`src/rtl/sdio_dr_pkg.sv`:
```
package sdio_dr_pkg;
  localparam int ARG_W     = 32;
  localparam int DATA_W    = 8;
  localparam int ADDR_W    = 17;
  localparam int FN_W      = 3;
  localparam int WIN_BYTES = 3;
  localparam int WIN_W     = (WIN_BYTES + 1) * DATA_W;

  // argument field positions
  localparam int WR_BIT  = 31;
  localparam int FN_LO   = 28;
  localparam int ADDR_LO = 9;

  localparam logic [FN_W-1:0] FN_COMMON    = 3'd0;
  localparam logic [FN_W-1:0] FN_BACKPLANE = 3'd1;

  localparam logic [ADDR_W-1:0] ADR_IO_ON    = 17'h00002;
  localparam logic [ADDR_W-1:0] ADR_IO_RDY   = 17'h00003;
  localparam logic [ADDR_W-1:0] ADR_BLK      = 17'h00010;
  localparam logic [ADDR_W-1:0] ADR_SPEED    = 17'h00013;
  localparam logic [ADDR_W-1:0] ADR_WIN_BASE = 17'h1000A;
  localparam logic [ADDR_W-1:0] ADR_CLK_STAT = 17'h1000E;

  localparam logic [DATA_W-1:0] VAL_FN_BITS = 8'h02;
  localparam logic [DATA_W-1:0] VAL_HISPEED = 8'h01;
  localparam logic [DATA_W-1:0] VAL_CLK_OK  = 8'hC0;

  typedef enum logic [2:0] {
    SEL_ZERO, SEL_FN_BITS, SEL_BLK, SEL_HISPEED, SEL_CLK_OK
  } rdSel_e;

  typedef struct packed {
    logic                  accept;
    logic                  ldBlk;
    logic [WIN_BYTES-1:0]  ldWin;
    rdSel_e                sel;
    logic [DATA_W-1:0]     wrData;
  } ctl_t;
endpackage

```
`src/rtl/sdio_dr_ctrl.sv`:
```
module sdio_dr_ctrl
  import sdio_dr_pkg::*;
(
  input  logic             cmdValid,
  input  logic [ARG_W-1:0] cmdArg,
  output ctl_t             ctl
);
  logic              isWrite;
  logic [FN_W-1:0]   fnNum;
  logic [ADDR_W-1:0] regAddr;

  assign isWrite = cmdArg[WR_BIT];
  assign fnNum   = cmdArg[FN_LO +: FN_W];
  assign regAddr = cmdArg[ADDR_LO +: ADDR_W];

  always_comb begin
    ctl        = '0;
    ctl.sel    = SEL_ZERO;
    ctl.wrData = cmdArg[DATA_W-1:0];
    if (cmdValid) begin
      ctl.accept = 1'b1;
      if (fnNum == FN_COMMON) begin
        if (regAddr == ADR_IO_ON || regAddr == ADR_IO_RDY) begin
          if (!isWrite) ctl.sel = SEL_FN_BITS;
        end else if (regAddr == ADR_BLK) begin
          if (isWrite) ctl.ldBlk = 1'b1;
          else         ctl.sel   = SEL_BLK;
        end else if (regAddr == ADR_SPEED) begin
          if (!isWrite) ctl.sel = SEL_HISPEED;
        end
      end else if (fnNum == FN_BACKPLANE) begin
        for (int i = 0; i < WIN_BYTES; i++) begin
          if (regAddr == ADR_WIN_BASE + ADDR_W'(i)) ctl.ldWin[i] = 1'b1;
        end
        if (regAddr == ADR_CLK_STAT && !isWrite) ctl.sel = SEL_CLK_OK;
      end
    end
  end
endmodule

```
`src/rtl/sdio_dr_datapath.sv`:
```
module sdio_dr_datapath
  import sdio_dr_pkg::*;
(
  input  logic              clk,
  input  logic              rstN,
  input  ctl_t              ctl,
  output logic              respValid,
  output logic [DATA_W-1:0] respData,
  output logic [WIN_W-1:0]  windowBase
);
  logic [DATA_W-1:0]                blkSize;
  logic [WIN_BYTES-1:0][DATA_W-1:0] winReg;
  logic [DATA_W-1:0]                rdVal;

  always_ff @(posedge clk or negedge rstN) begin
    if (!rstN)          blkSize <= '0;
    else if (ctl.ldBlk) blkSize <= ctl.wrData;
  end

  for (genvar g = 0; g < WIN_BYTES; g++) begin : gWin
    always_ff @(posedge clk or negedge rstN) begin
      if (!rstN)             winReg[g] <= '0;
      else if (ctl.ldWin[g]) winReg[g] <= ctl.wrData;
    end
  end

  assign windowBase = {winReg, {DATA_W{1'b0}}};

  always_comb begin
    case (ctl.sel)
      SEL_FN_BITS: rdVal = VAL_FN_BITS;
      SEL_BLK:     rdVal = blkSize;
      SEL_HISPEED: rdVal = VAL_HISPEED;
      SEL_CLK_OK:  rdVal = VAL_CLK_OK;
      default:     rdVal = '0;
    endcase
  end

  always_ff @(posedge clk or negedge rstN) begin
    if (!rstN) begin
      respValid <= 1'b0;
      respData  <= '0;
    end else begin
      respValid <= ctl.accept;
      if (ctl.accept) respData <= rdVal;
    end
  end

  assert_blk_hold_R3: assert property (@(posedge clk) disable iff (!rstN)
    !ctl.ldBlk |=> $stable(blkSize));
  assert_win_mid_load_R5: assert property (@(posedge clk) disable iff (!rstN)
    ctl.ldWin[1] |=> windowBase[23:16] == $past(ctl.wrData));
  assert_one_load_R1: assert property (@(posedge clk) disable iff (!rstN)
    $onehot0({ctl.ldBlk, ctl.ldWin}));
endmodule

```
`src/rtl/sdio_direct_responder.sv`:
```
module sdio_direct_responder
  import sdio_dr_pkg::*;
(
  input  logic        clk,
  input  logic        rstN,
  input  logic        cmdValid,
  input  logic [31:0] cmdArg,
  output logic        respValid,
  output logic [7:0]  respData,
  output logic [31:0] windowBase
);
  ctl_t ctl;

  sdio_dr_ctrl uCtrl (
    .cmdValid (cmdValid),
    .cmdArg   (cmdArg),
    .ctl      (ctl)
  );

  sdio_dr_datapath uData (
    .clk        (clk),
    .rstN       (rstN),
    .ctl        (ctl),
    .respValid  (respValid),
    .respData   (respData),
    .windowBase (windowBase)
  );

  assert_resp_pulse_R8: assert property (@(posedge clk) disable iff (!rstN)
    cmdValid |=> respValid);
  assert_no_spurious_R8: assert property (@(posedge clk) disable iff (!rstN)
    !cmdValid |=> !respValid);
  assert_write_resp_zero_R7: assert property (@(posedge clk) disable iff (!rstN)
    (cmdValid && cmdArg[WR_BIT]) |=> respData == 8'h00);
  assert_clk_status_R6: assert property (@(posedge clk) disable iff (!rstN)
    (cmdValid && !cmdArg[WR_BIT] && cmdArg[30:28] == FN_BACKPLANE
     && cmdArg[25:9] == ADR_CLK_STAT) |=> respData == VAL_CLK_OK);
  assert_idle_window_R5: assert property (@(posedge clk) disable iff (!rstN)
    !cmdValid |=> $stable(windowBase));
endmodule

```
`config.mk`:
```
export PLATFORM = sky130hd
export DESIGN_NAME = sdio_direct_responder
export DESIGN_NICKNAME = d
export VERILOG_FILES = /design/src/rtl/sdio_dr_pkg.sv /design/src/rtl/sdio_dr_ctrl.sv /design/src/rtl/sdio_dr_datapath.sv /design/src/rtl/sdio_direct_responder.sv
export SDC_FILE = /design/constraint.sdc
export NUM_CORES = 1
export LEC_CHECK = 0
export BUFFER_PORTS_ARGS = -buffer_cell sky130_fd_sc_hd__buf_2
export CORE_UTILIZATION = 50
export CTS_CLUSTER_SIZE = 28
export DETAILED_ROUTE_END_ITERATION = 6
export PLACE_DENSITY = 0.79
export SYNTH_ARGS = -nofsm -noshare
export SYNTH_HDL_FRONTEND = slang
export SYNTH_SLANG_ARGS = --single-unit
```
`constraint.sdc`:
```
create_clock -name clk -period 1.6 [get_ports clk]
set_input_delay 0.08 -clock clk [delete_from_list [all_inputs] [get_ports clk]]
set_output_delay 0.08 -clock clk [all_outputs]
set_load 0.05 [all_outputs]
```
==> Word level (Yosys, flattened, before mapping) <==
Index checks and enable logic that the tools add are counted.
W data, S select, Z words.
{ "classes": {"n_eq_ne": 13, "magnitude_cmp": 0, "n_mul": 0, "shifts": 0, "n_addsub": 0, "reduce_logical": 4, "mux": 19, "n_div": 0, "bitwise": 0} }
{ "op_table": {"columns": ["op", "n"], "rows": [
  ["$eq A17 B17 Y1 const B", 4],
  ["$eq A17 B2 Y1 const B", 2],
  ["$eq A17 B5 Y1 const B", 2],
  ["$pmux W8 S4", 1],
  ["$mux W3", 6],
  ["$mux W1", 8],
  ["$mux W8", 1],
  ["$eq A3 B1 Y1 const B", 2],
  ["$eq A3 B2 Y1 const B", 2],
  ["$mux W6", 1],
  ["$mux W2", 2],
  ["$eq A3 B3 Y1 const B", 1],
  ["$logic_not A3 Y1", 1],
  ["$logic_and A1 B1 Y1", 1],
  ["$logic_not A1 Y1", 1],
  ["$logic_or A1 B1 Y1", 1]
]} }
{ "totals": {"mem_bits_rw": 0, "rom_bits": 0, "reg_bits": 41, "word_cells": 42, "input_bits": 35, "latch_bits": 0, "mem_count": 0} }

==> Logic depth before layout (Yosys ltp) <==
{ "logic_depth": {"ltp_word": 8, "depth_mapped": 4, "ltp_nobuf": 4} }

==> By module <==
A second synthesis with hierarchy kept.
{ "unflattened": {"cells_unflattened": 150, "area_unflattened_um2": 2080.7} }
{ "modules_own_cells": {"columns": ["mod", "cells_each", "n_inst", "area_each_um2"], "rows": [
  ["sdio_dr_datapath", 118, 1, 1803.0],
  ["sdio_dr_ctrl", 32, 1, 277.8]
]} }

==> Least setup slack after synthesis <==
No wires, ideal clock.
{ "synth_path": {"path_type": "input-to-reg", "startpoint": "input port cmdArg[16]", "endpoint": "register uData.respData[6]", "arrival_time_ps": 1676, "setup_slack_ps": -143, "stages": 4, "t_required_ps": 1533, "cell_sequence": "or4_4 -> or4_4 -> nor4_4 -> a221o_1"} }
{ "synth_via": {"elab_chain_len": 8, "elab_cells_between_ends": 19} }
{ "synth_rtl": {"columns": ["item", "line", "text"], "rows": [
  ["start, declared", "sdio_direct_responder.sv:7", "input logic [31:0] cmdArg,"],
  ["$eq A17 B5 Y1 or $eq A17 B17 Y1 (tied branches)", "sdio_dr_ctrl.sv:28, sdio_dr_ctrl.sv:35", null],
  ["$mux W3 or $logic_and A1 B1 Y1 (tied branches)", "sdio_dr_ctrl.sv:28, sdio_dr_ctrl.sv:35", null],
  ["$mux W3, on equally long branches", "sdio_dr_ctrl.sv:25, sdio_dr_ctrl.sv:35", null],
  ["$mux W3 or $mux W6 (tied branches)", "sdio_dr_ctrl.sv:23, sdio_dr_ctrl.sv:31", null],
  ["$mux W3 (*)", "sdio_dr_ctrl.sv:22", "if (fnNum == FN_COMMON) begin"],
  ["$mux W8 (*)", "sdio_dr_ctrl.sv:20", "if (cmdValid) begin"],
  ["$eq A3 B3 Y1 (tied with other cells)", "sdio_dr_datapath.sv:30", "case (ctl.sel)"],
  ["$pmux W8 S4 (*)", "sdio_dr_datapath.sv:30", null],
  ["end signal, assigned", "sdio_dr_datapath.sv:45", "if (ctl.accept) respData <= rdVal;"],
  ["end, declared", "sdio_dr_datapath.sv:8", "output logic [DATA_W-1:0] respData,"]
]} }
Every way passes the cells marked *; elsewhere a longest branch is shown, timed or not.
A chain may end at the register's enable or synchronous reset.

==> Final worst setup path <==
{ "layout_path": {"startpoint": "input port cmdArg[16]", "endpoint": "register uData.winReg (netlist bit uData.windowBase[19])"} }
{ "layout_via": {"elab_chain_len": 5} }
{ "layout_rtl": {"columns": ["item", "line", "text"], "rows": [
  ["$eq A17 B17 Y1", "sdio_dr_ctrl.sv:33", "if (regAddr == ADR_WIN_BASE + ADDR_W'(i)) ctl.ldWin[i] = 1'b1;"],
  ["$mux W1", "sdio_dr_ctrl.sv:33", null],
  ["$mux W6", "sdio_dr_ctrl.sv:31", "end else if (fnNum == FN_BACKPLANE) begin"],
  ["$mux W3", "sdio_dr_ctrl.sv:22", null],
  ["$mux W8", "sdio_dr_ctrl.sv:20", null],
  ["end signal, assigned by index", "sdio_dr_datapath.sv:23", "else if (ctl.ldWin[g]) winReg[g] <= ctl.wrData;"],
  ["end, declared", "sdio_dr_datapath.sv:12", "logic [WIN_BYTES-1:0][DATA_W-1:0] winReg;"]
]} }
Every way passes these cells.

==> flow_metrics.py <==
metrics = {
    "setup_path": {
        "crit_arrival_ns": 1.82,
        "setup.worst_path.start_class": "input port",
        "rrSetupSlack_ns": 0.57,
        "critical_path_class": "input port to register",
        "r2r_start": "uData.blkSize[0]",
        "cp-endpoint": "uData.windowBase[19]",
        "path_cells": "buf_2 > or4_4 > nor4_4 > nand4_2 > buf_4 > mux2_1",
        "cp-startpoint": "cmdArg[16]",
        "cp_max_fo": 4,
        "max_stage_delay_ns": 0.56,
        "ff2ff_path_depth": 3,
        "r2r_end": "uData.respData[0]",
        "critPathSlowestCell": "or4_4",
        "critPathRequiredTime_ns": 1.84,
        "cp-end-kind": "register",
    },
    "job": {
        "maxCapViolations": 0,
    },
    "timing": {
        "worstMarginPinSlew_ns": 0.8819,
        "max_slew_margin_pct": 41.21,
        "layout_worst_path_cycle_share_pct": 98.99,
        "rsz0062_at_grt": "true",
        "skew_ns": 0.008444,
        "hold_viol": 0,
        "max_freq_ghz": 0.6314,
        "tns_ns": 0,
        "setup_viol": 0,
        "slew_viol_final": 0,
        "min_period_ns": 1.584,
    },
    "power_and_ir_drop": {
        "sequentialPowerShare_pct": 60.6,
        "ir_worst_vdd_mv": 0.5063,
        "internal-power_mw": 1.269,
        "clock_power_share_pct": 29.4,
        "switching_share_pct": 25.84,
        "p_leak_nw": 1.360,
        "p_sw_uw": 442.0,
        "p_comb_share_pct": 10.0,
        "powerDensity_nw_per_um2": 718.8,
    },
    "cts": {
        "cts_buffer_depth": 2,
        "clk_latency_ns": 0.34,
        "cts_sinks": 41,
        "cts_setup_buffers": 0,
        "tritoncts": "yes",
        "htreeDepth": 2,
        "cts_root_buffer": "clkbuf_4",
        "clk_pin_slew_ns": 0.12,
        "cts_buffers": 5,
    },
    "detailed_routing": {
        "dr.pass1.iters": 4,
        "finalWirelength_mm": 3.954,
        "ant_nets": 0,
        "vias": 1353,
        "drcViolationCount": 0,
        "vias_per_cell": 5.144,
        "wl_per_cell_um": 15.03,
        "drtIter0Drc": 56,
    },
    "floorplanning": {
        "core_um2": 3390,
        "die_h_um": 61.88,
        "start_util_pct": 52.90,
        "boundaryPins": 76,
        "dieArea_um2": 3829,
        "fp.dieW_um": 61.88,
        "rows": 21,
    },
    "synth": {
        "ys_ff_latch": 41,
        "synth_most_common_cell": "dfrtp_1",
        "synth_xor_area_share_pct": 0,
        "synth-edff-count": 0,
        "syn_avg_cell_area_um2": 14.23,
        "ys_seq_area_share_pct": 57.22,
        "synthMuxAreaShare_pct": 20.10,
        "synth_compound_area_share_pct": 4.327,
        "yosysUniqueCellTypes": 30,
        "synthAdderAreaFrac_pct": 0,
        "yosysTopAreaCellShare_pct": 57.22,
        "synth_top_area_cell": "dfrtp_1",
        "yosys_warnings": 0,
        "netlist_instances": 126,
        "synth_top_family_by_area": "multiplexers",
        "synth-async-reset-ratio_pct": 100.0,
        "synth_area_um2": 1793,
        "yosys.area_share.simple_pct": 13.96,
        "ys_top_cells_by_area": "dfrtp_1 57%, mux2_1 17%, buf_4 3.3%, mux2_2 3.1%, nor4_4 2.4%",
        "synth_flop_cell": "dfrtp_1",
        "synthTopCellsByCount": "41 x dfrtp_1, 27 x mux2_1, 8 x buf_4",
    },
    "final_layout": {
        "multi_input_area_um2": 729.5,
        "fillers": 264,
        "layout.cells.non_filler": 263,
        "nNetsFinal": 251,
        "synthToLayoutAreaGrowth_pct": 32.73,
        "regArea_um2": 1026,
        "num_antenna_cells": 0,
        "drive_gt1_share_pct": 44.70,
    },
    "placement": {
        "place.gp.congestion": 0.8756,
        "numPortBuffers": 64,
        "dpl.cell_count": 245,
        "place_hpwl_mm": 2.979,
    },
    "global_routing": {
        "grt_pass1_wl_mm": 5.858,
        "grt_max_degree": 42,
        "grt_pass1_vias": 1244,
        "grt.total_usage_pct": 21.57,
        "globalRouteOverflowTotal": 0,
        "antenna_found_initial": 0,
    },
    "status": {
        "outcome": "finished clean",
    },
    "worst_hold_path": {
        "hp-class": "input port to register",
        "holdPathStages": 3,
        "min_from": "cmdValid",
    },
}
==> power by group through the flow <==
stage	logic, mW	clock network, mW	registers, mW
floorplan	0.0766	0	1.06
global placement	0.146	0	1.06
detailed placement	0.152	0	1.06
CTS	0.171	0.510	1.04
global route	0.187	0.547	1.04
finish	0.171	0.503	1.04
==> what timing repair did <==
action	in CTS	in global routing
hold endpoints to repair	68	0
gates resized for setup	0	2
endpoints found under the setup margin	0	9
hold buffers	10	0
==> state kept, by name, summed over array words and instances (netlist names) <==
| signal | cells |
|---|---|
| uData.windowBase | 24 |
| uData.respValid | 1 |
| uData.respData | 8 |
| uData.blkSize | 8 |
==> cell usage in the layout, fill, tap and decap left out, types with 3 or more instances in the layout <==
| cell type | instances |
|---|---|
| buf_2 | 64 |
| dfrtp_1 | 41 |
| mux2_1 | 24 |
| dlygate4sd3_1 | 10 |
| buf_4 | 9 |
| conb_1 | 8 |
| mux2_2 | 5 |
| clkbuf_4 | 5 |
| inv_1 | 4 |
| a22o_1 | 4 |
| nor2_1 | 4 |
| nor3_1 | 3 |
| mux2_4 | 3 |
==> metal layers <==
| layer | up-vias | track usage (%) | share of wire (%) |
|---|---|---|---|
| met5 | - | 0 | 0 |
| met4 | 0 | 3.810 | 0 |
| met3 | 0 | 6.004 | 5.0 |
| met2 | 50 | 38.40 | 52 |
| met1 | 670 | 26.58 | 43 |
| li1 | 633 | - | - |
==> how the worst min path moves through the flow <==
| stage | end | slack, ns |
|---|---|---|
| floorplan | uData.blkSize[0] | -0.22 |
| global placement | uData.windowBase[17] | 0.21 |
| detailed placement | uData.windowBase[25] | 0.24 |
| CTS | uData.respData[1] | 0.11 |
| global route | uData.respData[1] | 0.12 |
| finish | uData.respData[1] | 0.12 |
==> metrics by stage <==
step / setup slack, ns / power (mW) / hold WS (ns) / util (%) / cell area, um^2
3_3_place_gp: -0.2885 / 1.203 / 0.2141 / 65.49 / 2220
4_1_cts: 0.01766 / 1.719 / 0.1146 / 69.99 / 2372
3_5_place_dp: -0.3594 / 1.209 / 0.2393 / 65.49 / 2220
5_1_grt: -0.02192 / 1.772 / 0.1169 / 70.21 / 2380
6_report: 0.01611 / 1.711 / 0.1189 / 70.21 / 2380
2_1_floorplan: -0.1417 / 1.139 / -0.2156 / - / 1827
==> cells by family (layout without fill, tap and decap cells) <==
group           count (synthesis)  in the layout
flops                          41             41
mux                            32             32
simple gates                   31             31
buf+inv                        12             96
compound gates                  9              9
other cells                     1              8
==> critical path, delay by kind of cell <==
family | cells | cell delay, ns
buffers and inverters | 2 | 0.31
and+or+nand+nor | 3 | 1.12
muxes | 1 | 0.32
==> cell type report <==
| type | instances | share of cell area [%] |
|---|---|---|
| Clock buffer | 7 | 1.893 |
| Clock inverter | 1 | 0.3155 |
| Inverter | 4 | 0.6309 |
| Multi-Input combinational cell | 80 | 30.65 |
| Sequential cell | 41 | 43.11 |
| Tap cell | 46 | 2.419 |
| Timing Repair Buffer | 84 | 20.98 |
Note: power is estimated with default switching activity, not from simulation.
